<file path="src/rtl/tmr_pkg.sv">
package tmr_pkg;
    localparam int PSC_W = 3;

    localparam logic [7:0] OFS_INFO  = 8'h04;
    localparam logic [7:0] OFS_CTRL  = 8'h10;
    localparam logic [7:0] OFS_COUNT = 8'h14;
    localparam logic [7:0] OFS_WRAP  = 8'h18;
    localparam logic [7:0] OFS_STAT  = 8'h1C;
    localparam logic [7:0] OFS_CHCTL = 8'h20;
    localparam logic [7:0] OFS_CHVAL = 8'h24;

    localparam logic [1:0] CMODE_RUN = 2'b01;
    localparam logic [3:0] CHMODE_SWCMP = 4'h4;
endpackage

</file>
<file path="src/rtl/tmr_prescaler.sv">
module tmr_prescaler #(
    parameter int PSC_W = 3
) (
    input  logic             clk,
    input  logic             rst_n,
    input  logic             run,
    input  logic [PSC_W-1:0] psc,
    output logic             tick
);
    localparam int DIV_W = (1 << PSC_W) - 1;

    typedef struct packed {
        logic [DIV_W-1:0] div;
    } pre_t;

    pre_t pre_d, pre_q;
    logic [DIV_W-1:0] mask;

    always_comb begin
        pre_d = pre_q;
        mask  = (DIV_W'(1) << psc) - DIV_W'(1);
        tick  = run && ((pre_q.div & mask) == mask);
        pre_d.div = run ? pre_q.div + DIV_W'(1) : '0;
    end

    always_ff @(posedge clk or negedge rst_n) begin
        if (!rst_n) pre_q <= '0;
        else        pre_q <= pre_d;
    end


    tick_spacing_chk: assert property (@(posedge clk) disable iff (!rst_n)
        (tick && psc != '0) |=> (!tick || psc == '0));
endmodule

</file>
<file path="src/rtl/tmr_counter.sv">
module tmr_counter #(
    parameter int CNT_W = 32
) (
    input  logic             clk,
    input  logic             rst_n,
    input  logic             tick,
    input  logic             clr,
    input  logic [CNT_W-1:0] wrap,
    input  logic [CNT_W-1:0] cmp_val,
    input  logic             cmp_arm,
    output logic [CNT_W-1:0] count,
    output logic             wrap_evt,
    output logic             hit_evt
);
    typedef struct packed {
        logic [CNT_W-1:0] cnt;
    } cnt_t;

    cnt_t cnt_d, cnt_q;
    logic [CNT_W-1:0] nxt;

    always_comb begin
        cnt_d    = cnt_q;
        nxt      = (cnt_q.cnt == wrap) ? '0 : cnt_q.cnt + CNT_W'(1);
        wrap_evt = tick && !clr && (cnt_q.cnt == wrap);
        hit_evt  = tick && !clr && cmp_arm && (nxt == cmp_val);
        if (clr)       cnt_d.cnt = '0;
        else if (tick) cnt_d.cnt = nxt;
    end

    always_ff @(posedge clk or negedge rst_n) begin
        if (!rst_n) cnt_q <= '0;
        else        cnt_q <= cnt_d;
    end

    assign count = cnt_q.cnt;


    hold_when_idle_chk: assert property (@(posedge clk) disable iff (!rst_n)
        (!tick && !clr) |=> $stable(cnt_q.cnt));

    clear_to_zero_chk: assert property (@(posedge clk) disable iff (!rst_n)
        clr |=> (cnt_q.cnt == '0));

    wrap_to_zero_chk: assert property (@(posedge clk) disable iff (!rst_n)
        wrap_evt |=> (cnt_q.cnt == '0));
endmodule

</file>
<file path="src/rtl/tmr_top.sv">
module tmr_top #(
    parameter int CNT_W  = 32,
    parameter int ADDR_W = 8
) (
    input  logic              clk,
    input  logic              rst_n,
    input  logic [ADDR_W-1:0] bus_addr,
    input  logic              bus_we,
    input  logic [31:0]       bus_wdata,
    output logic [31:0]       bus_rdata,
    output logic              irq
);
    import tmr_pkg::*;

    typedef struct packed {
        logic [PSC_W-1:0] psc;
        logic [1:0]       cmode;
        logic             ovf;
        logic [3:0]       chmode;
        logic             chie;
        logic             chf;
        logic [CNT_W-1:0] wrap;
        logic [CNT_W-1:0] chval;
    } regs_t;

    regs_t r_d, r_q;
    logic [CNT_W-1:0] count;
    logic wrap_evt, hit_evt, tick, run, arm, cnt_clr;
    logic wr_ctrl, wr_wrap, wr_stat, wr_chctl, wr_chval;

    assign run = (r_q.cmode == CMODE_RUN);
    assign arm = (r_q.chmode == CHMODE_SWCMP);

    tmr_prescaler #(.PSC_W(PSC_W)) u_pre (
        .clk(clk), .rst_n(rst_n), .run(run), .psc(r_q.psc), .tick(tick)
    );

    tmr_counter #(.CNT_W(CNT_W)) u_cnt (
        .clk(clk), .rst_n(rst_n), .tick(tick), .clr(cnt_clr),
        .wrap(r_q.wrap), .cmp_val(r_q.chval), .cmp_arm(arm),
        .count(count), .wrap_evt(wrap_evt), .hit_evt(hit_evt)
    );

    always_comb begin
        wr_ctrl  = bus_we && (bus_addr == ADDR_W'(OFS_CTRL));
        wr_wrap  = bus_we && (bus_addr == ADDR_W'(OFS_WRAP));
        wr_stat  = bus_we && (bus_addr == ADDR_W'(OFS_STAT));
        wr_chctl = bus_we && (bus_addr == ADDR_W'(OFS_CHCTL));
        wr_chval = bus_we && (bus_addr == ADDR_W'(OFS_CHVAL));
        cnt_clr  = bus_we && (bus_addr == ADDR_W'(OFS_COUNT));

        r_d = r_q;
        if (wr_ctrl) begin
            r_d.psc   = bus_wdata[PSC_W-1:0];
            r_d.cmode = bus_wdata[4:3];
            if (bus_wdata[7]) r_d.ovf = 1'b0;
        end
        if (wrap_evt) r_d.ovf = 1'b1;
        if (wr_wrap)  r_d.wrap  = bus_wdata[CNT_W-1:0];
        if (wr_chval) r_d.chval = bus_wdata[CNT_W-1:0];
        if (wr_chctl) begin
            r_d.chmode = bus_wdata[5:2];
            r_d.chie   = bus_wdata[6];
            if (bus_wdata[7]) r_d.chf = 1'b0;
        end
        if (wr_stat && bus_wdata[0]) r_d.chf = 1'b0;
        if (hit_evt) r_d.chf = 1'b1;
    end

    always_ff @(posedge clk or negedge rst_n) begin
        if (!rst_n) begin
            r_q      <= '0;
            r_q.wrap <= '1;
        end else begin
            r_q <= r_d;
        end
    end

    always_comb begin
        bus_rdata = '0;
        case (bus_addr)
            ADDR_W'(OFS_INFO):  bus_rdata[23:16] = 8'(CNT_W);
            ADDR_W'(OFS_CTRL):  bus_rdata = {24'b0, r_q.ovf, 2'b0, r_q.cmode, r_q.psc};
            ADDR_W'(OFS_COUNT): bus_rdata = 32'(count);
            ADDR_W'(OFS_WRAP):  bus_rdata = 32'(r_q.wrap);
            ADDR_W'(OFS_STAT):  bus_rdata = {31'b0, r_q.chf};
            ADDR_W'(OFS_CHCTL): bus_rdata = {24'b0, r_q.chf, r_q.chie, r_q.chmode, 2'b0};
            ADDR_W'(OFS_CHVAL): bus_rdata = 32'(r_q.chval);
            default:            bus_rdata = '0;
        endcase
    end

    assign irq = r_q.chf & r_q.chie;


    ovf_set_chk: assert property (@(posedge clk) disable iff (!rst_n)
        wrap_evt |=> r_q.ovf);

    flag_set_chk: assert property (@(posedge clk) disable iff (!rst_n)
        hit_evt |=> r_q.chf);

    flag_on_value_chk: assert property (@(posedge clk) disable iff (!rst_n)
        $rose(r_q.chf) |-> (count == $past(r_q.chval)));

    stat_clear_chk: assert property (@(posedge clk) disable iff (!rst_n)
        (wr_stat && bus_wdata[0] && !hit_evt) |=> !r_q.chf);

    irq_cause_chk: assert property (@(posedge clk) disable iff (!rst_n)
        $rose(irq) |-> ($past(hit_evt) || $rose(r_q.chie)));
endmodule

</file>
<file path="config.mk">
export PLATFORM = sky130hd
export DESIGN_NAME = tmr_top
export DESIGN_NICKNAME = d
export VERILOG_FILES = /design/src/rtl/tmr_pkg.sv /design/src/rtl/tmr_prescaler.sv /design/src/rtl/tmr_counter.sv /design/src/rtl/tmr_top.sv
export SDC_FILE = /design/constraint.sdc
export NUM_CORES = 1
export LEC_CHECK = 0
export ABC_CLOCK_PERIOD_IN_PS = 4300
export BUFFER_PORTS_ARGS = -buffer_cell sky130_fd_sc_hd__buf_4
export CORE_UTILIZATION = 56
export DETAILED_ROUTE_END_ITERATION = 8
export PLACE_DENSITY = 0.79
export SYNTH_ARGS = -nofsm -noshare
export SYNTH_HDL_FRONTEND = slang
export SYNTH_SLANG_ARGS = --single-unit
</file>
<file path="constraint.sdc">
create_clock -name clk -period 4.3 [get_ports clk]
set_input_delay 0.43 -clock clk [delete_from_list [all_inputs] [get_ports clk]]
set_output_delay 0.43 -clock clk [all_outputs]
set_load 0.005 [all_outputs]
</file>
Word-level counts from Yosys, hierarchy flattened. Index checks and enable logic that the tools add are counted. Widths: inputs -> output; s select.

Output and inout port bits: 33. Flip-flop bits (word level): 115.

Eq/ne operators: 12. Multiplexer cells: 13. Shifts and indexed selects: 1. Reductions and logical operators: 20. Bitwise operators: 2. Add/sub/neg operators: 3.

Operators with widths (count): $mux 32 (3); $pmux 16 s6 (1); $eq 32x32->1 (2); $add 32x1->32 const B (1); $eq 8x5->1 const B (4); $pmux 8 s4 (1); $pmux 8 s3 (1); $eq 8x6->1 const B (2); $logic_and 1x1->1 (12); $eq 8x3->1 const B (1); $add 7x1->7 const B (1); $and 7x7->7 (1); $eq 7x7->1 (1); $mux 7 (1); $shl 1x3->7 const A (1); $sub 7x2->7 const B (1); $mux 1 (6); $reduce_bool 2->1 (3); $reduce_bool 3->1 (2); $eq 4x3->1 const B (1); $reduce_and 2->1 (2); $eq 2x1->1 const B (1); $and 1x1->1 (1); $logic_not 1->1 (1).

Logic depth before layout (Yosys ltp).
Word-level depth: 10. Mapped depth: 12. Mapped depth without buffers: 10.

Cells and area by module. A second synthesis with hierarchy kept.

Cells, all modules: 817. Area, all modules: 7991.4 um^2.

By module, submodules not included: tmr_top (cells an instance 306, instances 1, area an instance 3818.7 um^2); tmr_counter (cells an instance 474, instances 1, area an instance 3812.4 um^2); tmr_prescaler (cells an instance 37, instances 1, area an instance 360.3 um^2).

Least setup slack after synthesis. No wires, ideal clock.

Kind: register to register. Start point: reg u_cnt.cnt_q, in the netlist u_cnt.count[1]. End point: reg r_q[64] (netlist bit). Path slack: 1.533 ns. Data arrival time: 2.675 ns. Stages on the path, launching flop included: 11. Buffers on the path: 0. Required time: 4.208 ns. Clock period less this slack: 2.767 ns. Cell sequence: dfrtp_1 -> ha_1 -> nand4_2 -> nor4_2 -> nand3_2 -> inv_2 -> o21ai_1 -> a221oi_1 -> nand2_1 -> or4_1 -> o31ai_2.

Word-level cells in the longest chain between the ends: 6. Elaborated cells between the ends (all ways): 9.

RTL lines: from (decl) (RTL line tmr_counter.sv:19) `cnt_t cnt_d, cnt_q;`; from (signal assigned) (RTL line tmr_counter.sv:33) `else cnt_q <= cnt_d;`; $add 32x1->32 or $eq 32x32->1 (tied branches) (RTL line tmr_counter.sv:24) `nxt = (cnt_q.cnt == wrap) ? '0 : cnt_q.cnt + CNT_W'(1);`; $mux 32 (*) (RTL line tmr_counter.sv:24); $eq 32x32->1 (*) (RTL line tmr_counter.sv:26) `hit_evt = tick && !clr && cmp_arm && (nxt == cmp_val);`; $logic_and 1x1->1 (*) (RTL line tmr_counter.sv:26); $reduce_bool 3->1 (no line); $reduce_and 2->1 (no line); to (signal assigned) (RTL line tmr_top.sv:75) `r_q <= r_d;`; to (decl) (RTL line tmr_top.sv:26) `regs_t r_d, r_q;`.

Every way passes the cells marked *; elsewhere a longest branch is shown, timed or not. A chain may end at the register's enable or synchronous reset.

Worst setup path after layout.
Start point: reg u_cnt.cnt_q, in the netlist u_cnt.count[4]. End point: reg r_q[64] (netlist bit).

The elaborated chain is that of the path after synthesis.

==> impl_metrics.env <==
export IMPL_clk_pin_slew_ns=0.06
export IMPL_synth_xor_area_share_pct=9.63
export IMPL_grt_pass1_wl_um=35400
export IMPL_finalSetupViolCount=0
export IMPL_num_rows=41
export IMPL_start_kind="flip-flop"
export IMPL_critPathMaxFanout=20
export IMPL_drv_cap=0
export IMPL_muxShareOfSynthArea_pct=11.5
export IMPL_grt_pass1_vias=6090
export IMPL_drt_iter0_markers=1191
export IMPL_postSynthAreaPerCell_um2=9.69
export IMPL_cts_setup_buffers=0
export IMPL_drc=0
export IMPL_final_cell_mix="buf_4 (92), dfrtp_1 (83), mux2_2 (72)"
export IMPL_hold_viol_final=0
export IMPL_cts_buffer_depth=2
export IMPL_htree_levels=4
export IMPL_synth_area_um2=7240
export IMPL_grt_max_degree=57
export IMPL_dr_pass1_iters=7
export IMPL_rsz0062_at_grt="no"
export IMPL_p_per_area_nw_per_um2=366
export IMPL_fin_crit_sh_pct=90.3
export IMPL_cts_hold_buf=0
export IMPL_fillers=1005
export IMPL_max_freq_mhz=257
export IMPL_vias=6467
export IMPL_core_area_um2=12600
export IMPL_final_util_pct=67.3
export IMPL_synthArstFlopShare_pct=100
export IMPL_holdWs_ns=0.0740
export IMPL_hold_class="primary input to async pin"
export IMPL_synth_seq_cells=115
export IMPL_relSlewSlack_pct=44.9
export IMPL_critPathCaptureType="flip-flop"
export IMPL_cts_tree="done"
export IMPL_grt_overflow=0
export IMPL_root_buffer="clkbuf_16"
export IMPL_grt_use_total_pct=36.5
export IMPL_dpl_hpwl_um=16300
export IMPL_cts_sinks=115
export IMPL_num_io_pins=76
export IMPL_ctsResizeCount=0
export IMPL_die_y_um=116
export IMPL_clk_latency_ns=0.42
export IMPL_power_uw=3110
export IMPL_area_growth_syn_to_layout_pct=17.3
export IMPL_ys_warn_count=0
export IMPL_leakagePower_uw=0.00372
export IMPL_cts_buffers_inserted=17
export IMPL_period_minus_slack_ns=3.88
export IMPL_crit_required_ns=4.63
export IMPL_ir_worst_vdd_uv=375
export IMPL_die_area_um2=13400
export IMPL_arrival_ns=4.21
export IMPL_synth_cells=747
export IMPL_fin_tns_setup_ns=0
export IMPL_crit_type="flip-flop to flip-flop"
export IMPL_ys_seq_area_share_pct=40.3
export IMPL_drv_slew=0
export IMPL_synth_compound_area_share_pct=15.1
export IMPL_n_antenna_cell=0
export IMPL_dp_cells=950
export IMPL_worstMarginPinSlew_ns=0.827
export IMPL_die_x_um=116
export IMPL_port_buffers=75
export IMPL_wl_per_cell_um=23.2
export IMPL_antenna_found_initial=0
export IMPL_status="complete, no violations"
export IMPL_gp_congestion=1.04
export IMPL_fin_nets=842
export IMPL_synthDominantCellAreaShare_pct=28.7
export IMPL_viasPerCell=6.59
export IMPL_synth_top_family_by_area="simple AND/OR/NAND/NOR gates"
export IMPL_synth_nets=792
export IMPL_finalNonFillerCells=982
export IMPL_synthAdderAreaFrac_pct=0.346
export IMPL_drt_total_wl_um=22800
export IMPL_synth_ff_type="dfrtp_1"
export IMPL_clock_skew_ns=0.00838
export IMPL_synthTopCellsByArea="dfrtp_1 (29%), dfstp_2 (12%), mux2_2 (11%)"
export IMPL_synthSimpleGateAreaFrac_pct=17.1
export IMPL_final_layout_size_suffix_gt1_share_pct=29.9
export IMPL_reg2reg_depth=9
export IMPL_synth_top_area_cell="dfrtp_1"
export IMPL_synth_cell_type_count=67
export IMPL_start_util_pct=57.4
export IMPL_final_common_cell="buf_4"
export IMPL_synth_edf_count=0
export IMPL_antenna_left=0
==> logic make-up (layout without fill, tap and decap cells) <==
| logic type | count (synthesis) | in the layout |
|---|---|---|
| mux | 74 | 74 |
| simple gates | 226 | 226 |
| xor+xnor | 78 | 78 |
| flops | 115 | 115 |
| fa+ha+maj | 2 | 2 |
| compound gates | 154 | 154 |
| buf+inv | 98 | 161 |
==> report_power, final <==
part           total (uW)  internal (uW)  switching (uW)
sequential           1210           1140            72.9
clock                1540            994             543
combinational         357            146             210
==> cells in the mapped netlist (3+ instances only) <==
cell	instances
a211oi_1	4
a21o_1	4
a21oi_1	10
a221o_1	3
a222oi_1	26
a22oi_1	8
a31oi_1	3
and3_1	13
and4_1	4
buf_1	5
buf_2	19
buf_4	8
clkbuf_1	27
dfrtp_1	83
dfstp_2	32
inv_1	36
mux2_2	72
nand2_1	69
nand2b_1	8
nand3_1	22
nand3_2	3
nand4_1	28
nor2_1	30
nor2b_1	3
nor3_1	8
nor4_1	9
nor4b_1	5
o21ai_0	54
o31ai_1	14
o32ai_1	4
o41ai_1	6
or3_1	5
or4_1	3
xnor2_1	58
xor2_1	19
==> critical path, stage by stage, from the launching register on <==
cell	delay, ns
dfrtp_1	0.59
xnor2_1	0.48
nand4_1	0.20
nor4_1	0.45
and2_1	0.76
a211oi_1	0.18
a221oi_1	0.25
nand2_1	0.08
or4_1	0.55
o31ai_2	0.24
==> state kept, by name (all words and copies together), names as in the netlist <==
name	count
u_cnt.count	32
u_pre.pre_q	7
r_q	76
==> per-layer routing <==
metal,vias up,GRT usage (%),share of wire [%]
li1,2843,-,-
met1,3147,51.3,41
met2,424,52.3,44
met3,53,10.3,11
met4,0,16.4,3.7
met5,-,0,0
==> cell type report <==
cell class | instances | area, um2 | share of cell area [%]
well taps | 172 | 215 | 2.53
clock inverters | 13 | 196 | 2.31
clock buffers | 19 | 443 | 5.22
inverters | 37 | 139 | 1.64
repair buffers | 92 | 691 | 8.13
multi-input cells | 534 | 3890 | 45.8
flip-flops and latches | 115 | 2920 | 34.4
==> path summary, 6_finish.rpt <==
| kind | startpoint | to | slack [ns] |
|---|---|---|---|
| max | u_cnt.count[4]$_DFFE_PN0P_ | r_q[64]$_DFFE_PN0P_ | 0.42 |
| min | rst_n | r_q[12]$_DFFE_PN0P_ | 0.07 |
| max reg2reg | u_cnt.count[4]$_DFFE_PN0P_ | r_q[64]$_DFFE_PN0P_ | 0.42 |
| min reg2reg | r_q[70]$_DFFE_PN0P_ | r_q[70]$_DFFE_PN0P_ | 0.52 |
| max in group asynchronous | rst_n | r_q[63]$_DFFE_PN1P_ | 3.21 |
| min in group clk | bus_wdata[17] | r_q[17]$_DFFE_PN0P_ | 0.25 |
==> through the flow <==
stage / setup slack, ns / area, um2
floorplan: 1.53 / 7240
global placement: 0.596 / 7850
detailed placement: 0.552 / 7850
CTS: 0.516 / 8490
global route: 0.249 / 8490
finish: 0.416 / 8490
Note: power is estimated with default switching activity, not from simulation.
